`src/rtl/rcs_pkg.sv`:
```
// Shared types for the reset source discrimination sequencer.
// Assumes: vector codes are decoded by the core's vector fetch logic.
package rcs_pkg;

    typedef enum logic [2:0] {
        ST_RUN    = 3'd0,
        ST_PULL   = 3'd1,
        ST_SETTLE = 3'd2,
        ST_EXTW   = 3'd3,
        ST_DONE   = 3'd4
    } rcs_state_e;

    typedef enum logic [1:0] {
        VEC_NORMAL = 2'd0,
        VEC_CLKMON = 2'd1,
        VEC_WDOG   = 2'd2
    } rcs_vec_e;

    // Source tag value on int_src
    localparam logic SRC_WDOG   = 1'b0;
    localparam logic SRC_CLKMON = 1'b1;

    // Map a latched source tag to its vector code
    function automatic rcs_vec_e src_to_vec(input logic src);
        return (src == SRC_CLKMON) ? VEC_CLKMON : VEC_WDOG;
    endfunction

endpackage

```
`src/rtl/rcs_sync.sv`:
```
// Multi-stage synchronizer for the asynchronous reset pin level.
// Assumes: STAGES >= 1; the chain resets to RST_VAL (pin read as low).
module rcs_sync #(
    parameter int   STAGES  = 2,
    parameter logic RST_VAL = 1'b0
) (
    input  logic clk,
    input  logic rst_n,
    input  logic d,
    output logic q
);

    logic [STAGES-1:0] chain;

    generate
        if (STAGES == 1) begin : g_one
            // Single flop capture
            always_ff @(posedge clk) begin
                if (!rst_n) chain <= RST_VAL;
                else        chain <= d;
            end
        end else begin : g_many
            // Shift the pin level through the flop chain
            always_ff @(posedge clk) begin
                if (!rst_n) chain <= {STAGES{RST_VAL}};
                else        chain <= {chain[STAGES-2:0], d};
            end
        end
    endgenerate

    assign q = chain[STAGES-1];

endmodule

```
`src/rtl/rcs_ctrl.sv`:
```
// Sequencing state machine: times the pull-down, times the settle
// window, samples the synchronized pin and records the vector code.
// Assumes: pin_hi is already synchronized; int_req is only acted upon
// in the run state.
module rcs_ctrl
    import rcs_pkg::*;
#(
    parameter int PULL_CYC   = 16,
    parameter int SAMPLE_DLY = 8
) (
    input  logic       clk,
    input  logic       rst_n,
    input  logic       int_req,
    input  logic       int_src,
    input  logic       pin_hi,
    output logic       pull,
    output logic       run,
    output logic [1:0] vec
);

    localparam int CNT_MAX = (PULL_CYC > SAMPLE_DLY) ? PULL_CYC : SAMPLE_DLY;
    localparam int CNT_W   = (CNT_MAX > 1) ? $clog2(CNT_MAX) : 1;
    localparam logic [CNT_W-1:0] PULL_LAST   = CNT_W'(PULL_CYC - 1);
    localparam logic [CNT_W-1:0] SAMPLE_LAST = CNT_W'(SAMPLE_DLY - 1);

    rcs_state_e       st;
    logic [CNT_W-1:0] cnt;
    logic             src_q;
    rcs_vec_e         vec_q;

    // State, window counter, latched source and decided vector
    always_ff @(posedge clk) begin
        if (!rst_n) begin
            st    <= ST_EXTW;
            cnt   <= '0;
            src_q <= SRC_WDOG;
            vec_q <= VEC_NORMAL;
        end else begin
            case (st)
                ST_RUN: begin
                    if (int_req) begin
                        st    <= ST_PULL;
                        cnt   <= '0;
                        src_q <= int_src;
                    end else if (!pin_hi) begin
                        st    <= ST_EXTW;
                        vec_q <= VEC_NORMAL;
                    end
                end
                ST_PULL: begin
                    if (cnt == PULL_LAST) begin
                        st  <= ST_SETTLE;
                        cnt <= '0;
                    end else begin
                        cnt <= cnt + CNT_W'(1);
                    end
                end
                ST_SETTLE: begin
                    if (cnt == SAMPLE_LAST) begin
                        cnt <= '0;
                        if (pin_hi) begin
                            vec_q <= src_to_vec(src_q);
                            st    <= ST_DONE;
                        end else begin
                            vec_q <= VEC_NORMAL;
                            st    <= ST_EXTW;
                        end
                    end else begin
                        cnt <= cnt + CNT_W'(1);
                    end
                end
                ST_EXTW: begin
                    if (pin_hi) st <= ST_DONE;
                end
                ST_DONE: st <= ST_RUN;
                default: st <= ST_EXTW;
            endcase
        end
    end

    assign pull = (st == ST_PULL);
    assign run  = (st == ST_RUN);
    assign vec  = vec_q;

endmodule

```
`src/rtl/rst_cause_seq.sv`:
```
// Top of the reset source discrimination sequencer.
// Asynchronous entry: any reset cause drops core_rst_n combinationally.
// Synchronous exit: only the sequencer's run state releases the core.
// Assumes: por_n is the block's synchronous active-low reset as well
// as the power-on cause; pin_in is the raw pin level.
module rst_cause_seq #(
    parameter int PULL_CYC    = 16,
    parameter int SAMPLE_DLY  = 8,
    parameter int SYNC_STAGES = 2
) (
    input  logic       clk,
    input  logic       por_n,
    input  logic       pin_in,
    input  logic       int_req,
    input  logic       int_src,
    output logic       pin_pull,
    output logic       core_rst_n,
    output logic [1:0] vec_sel
);

    logic pin_hi;
    logic run;

    rcs_sync #(
        .STAGES (SYNC_STAGES),
        .RST_VAL(1'b0)
    ) u_sync (
        .clk  (clk),
        .rst_n(por_n),
        .d    (pin_in),
        .q    (pin_hi)
    );

    rcs_ctrl #(
        .PULL_CYC  (PULL_CYC),
        .SAMPLE_DLY(SAMPLE_DLY)
    ) u_ctrl (
        .clk    (clk),
        .rst_n  (por_n),
        .int_req(int_req),
        .int_src(int_src),
        .pin_hi (pin_hi),
        .pull   (pin_pull),
        .run    (run),
        .vec    (vec_sel)
    );

    // Combine clocked release with asynchronous entry causes
    assign core_rst_n = por_n & run & ~int_req & pin_in;

endmodule

```
`config.mk`:
```
export PLATFORM = sky130hd
export DESIGN_NAME = rst_cause_seq
export DESIGN_NICKNAME = d
export VERILOG_FILES = /design/src/rtl/rcs_pkg.sv /design/src/rtl/rcs_sync.sv /design/src/rtl/rcs_ctrl.sv /design/src/rtl/rst_cause_seq.sv
export SDC_FILE = /design/constraint.sdc
export NUM_CORES = 1
export LEC_CHECK = 0
export BUFFER_PORTS_ARGS = -buffer_cell sky130_fd_sc_hd__buf_4
export CORE_MARGIN = 1.5
export CORE_UTILIZATION = 36
export DETAILED_ROUTE_END_ITERATION = 12
export GPL_ROUTABILITY_DRIVEN = 0
export HOLD_SLACK_MARGIN = 0.08
export SYNTH_ARGS = -nofsm -noshare
export SYNTH_HDL_FRONTEND = slang
export SYNTH_SLANG_ARGS = --single-unit
export TNS_END_PERCENT = 10
```
`constraint.sdc`:
```
create_clock -name clk -period 2.2 [get_ports clk]
set_clock_uncertainty 0.05 [all_clocks]
set_input_delay 0.44 -clock clk [delete_from_list [all_inputs] [get_ports clk]]
set_output_delay 0.44 -clock clk [all_outputs]
set_load 0.01 [all_outputs]
```
==> results.py <==
metrics = {
    "status": {
        "status": "completed",
    },
    "route": {
        "vias_per_cell": 5.27,
        "wl_met2_um": 660,
        "wl_per_cell_um": 12.6,
        "route.vias.total": 569,
        "first_pass_iters": 2,
        "drt_wl_total_um": 1360,
        "wl_met1_um": 613,
        "drt_iter0_drc": 2,
        "wl_met3_um": 77,
        "dr.max_layer_used": "met4",
        "drtAntennaViolNets": 0,
        "drc": 0,
    },
    "synthesis": {
        "synth_area_um2": 707,
        "synthTopCellsByCount": "dfxtp_1, nor2b_1, nor2_1",
        "yosys.cell_count.top_type": "dfxtp_1",
        "yosys.area.top_type_share": 0.340,
        "yosysSeqAreaShare": 0.340,
        "ys_ff_latch": 12,
        "synth_area_per_cell_um2": 9.43,
        "synth_edf_count": 0,
        "synth_cells": 75,
        "synthesis.nets": 81,
        "ys_async_sr_fraction": 0,
        "yosysWarnings": 0,
        "synth_flop_cell": "dfxtp_1",
        "yosys.area.top_type": "dfxtp_1",
        "ys_top_cells_by_area": "dfxtp_1, mux2i_1, nor2b_1, a2111oi_4, and2_1",
        "ys_types": 33,
    },
    "timing": {
        "setup_viol": 0,
        "slew_violations": 0,
        "worst_slack_ns": 0.302,
        "fin_crit_ns": 1.90,
        "rsz0062_at_grt": "no",
        "setup_tns_ns": 0,
        "finalCritPeriodShare": 0.863,
        "hold_violations": 0,
        "fmaxAchievable_mhz": 527,
        "tightest_slew_ns": 0.587,
        "relSlewSlack": 0.608,
    },
    "clock_network": {
        "clock_path_buffers": 2,
        "numCtsBuffers": 3,
        "cts-root-buf": "clkbuf_4",
        "clk_pin_slew_ns": 0.07,
        "post_cts_buffers": 0,
        "htreeDepth": 1,
        "hold_buffers": 0,
        "clk_latency_ns": 0.27,
        "cts_sinks": 12,
        "cts_resized": 0,
        "cts_tree": "built",
    },
    "run": {
        "drv_cap": 0,
    },
    "setup_path": {
        "cp_data_arrival_time_ns": 1.41,
        "critPathLaunchType": "register",
        "required_ns": 1.71,
        "worstSetupPathType": "reg -> out",
        "worst_path_max_delay_cell": "dfxtp_1",
        "end_kind": "output pin",
        "crit_path_max_incr_delay_ns": 0.69,
        "path_cells": "nor4_1, and2_1, buf_4",
        "critPathMaxFanout": 18,
        "cp_num_buf_inv": 1,
        "cpLargestDelayFamily": "flip-flops",
    },
    "floorplanning": {
        "core_um2": 1780,
        "io-pin-count": 9,
        "placementRows": 15,
        "dieWidth_um": 47.3,
        "die_y_um": 47.3,
        "initial_utilization": 0.396,
        "die_area_um2": 2240,
    },
    "cells_and_area": {
        "drive_gt1_frac": 0.217,
        "multi_input_area_um2": 433,
        "final-seq-area_um2": 240,
        "diodes": 0,
        "final_area_um2": 802,
        "nets": 91,
        "fill_cells": 188,
        "syn2layout_area_growth_pct": 13.5,
    },
    "power_and_ir_drop": {
        "powerDensity_nw_per_um2": 1030,
        "peakVddDrop_uv": 535,
        "p_leak_nw": 0.306,
    },
    "placed_design": {
        "dp_slack_ns": 0.453,
        "port_buffers": 8,
        "placed_area_um2": 779,
        "hpwl_um": 1010,
    },
    "global_route": {
        "antenna_found_initial": 0,
        "grt_pass1_wl_um": 2380,
        "grtUsageTotal": 0.155,
        "grt_overflow_total": 0,
        "grt_pass1_vias": 522,
        "grt_max_degree": 19,
    },
    "worst_hold_path": {
        "min_path_type": "in -> reg",
    },
}
flip-flops by register name (all words and copies together) (netlist names):
signal	flops
u_sync.chain	2
u_ctrl.cnt	4
u_ctrl.src_q	1
u_ctrl.vec	2
u_ctrl.st	3
metrics by stage:
stage                     total power (W)  cells  hold slack, ns   util
after detailed placement         0.000701    105           0.378  0.437
final                            0.000827    108           0.363  0.450
after CTS                        0.000840    108           0.357  0.450
after floorplan                  0.000639     75           0.362      -
after global placement           0.000693    105           0.365  0.437
after global routing             0.000903    108           0.370  0.450
area by class of cell:
class | instances | share of cell area
Clock buffer | 3 | 0.0281
Multi-Input combinational cell | 58 | 0.540
Sequential cell | 12 | 0.300
Tap cell | 25 | 0.0390
Timing Repair Buffer | 10 | 0.0936
worst reg2reg max path: stages, from the launching register on:
cell,delay [ns]
dfxtp_1,0.69
o21ba_2,0.26
a2111oi_4,0.37
mux2i_1,0.22
nor2b_1,0.06
routing by layer:
layer  track usage  vias to the layer above
li1              -                      294
met4        0.0500                        0
met3        0.0769                        2
met1         0.186                      264
met5             0                        -
met2         0.241                        9
report_power, final:
group          total, W  leakage, nW  switching [W]  internal [W]
registers      0.000337       0.0978      0.0000845      0.000253
logic          0.000357        0.195       0.000166      0.000191
clock network  0.000133       0.0138      0.0000697     0.0000633
cell families after synthesis:
kind of cell	synth area share
AND/OR/NAND/NOR	0.294
AO/OA/AOI/OAI	0.198
flip-flops	0.340
buffers and inverters	0.0478
multiplexers	0.0779
XOR/XNOR	0.0248
adder cells (fa/ha/maj)	0.0177
cells in the final DEF, fill, tap and decap left out, drive strengths merged, types with 2 or more instances in the layout:
master	synthesis	final
a21oi	2	2
and2	4	4
buf	2	10
clkbuf	3	3
dfxtp	12	12
mux2i	4	4
nand2	4	4
nand2b	2	2
nand3b	2	2
nand4b	2	2
nor2	5	5
nor2b	6	6
nor3	2	2
nor3b	3	3
nor4	2	2
o21ai	3	3
xnor2	2	2
final timing paths:
check                           depth (start not counted)  slack (ns)                        from                    endpoint
worst min register to register                          1        0.38  u_sync.chain[0]$_SDFF_PN0_  u_sync.chain[1]$_SDFF_PN0_
worst min-delay path                                    2        0.36                      pin_in  u_sync.chain[0]$_SDFF_PN0_
worst max register to register                          4        0.44   u_ctrl.st[1]$_SDFFE_PN1P_  u_ctrl.vec[0]$_SDFFE_PN0P_
worst max-delay path                                    3        0.30   u_ctrl.st[1]$_SDFFE_PN1P_                  core_rst_n
(Power assumes the default switching activity.)
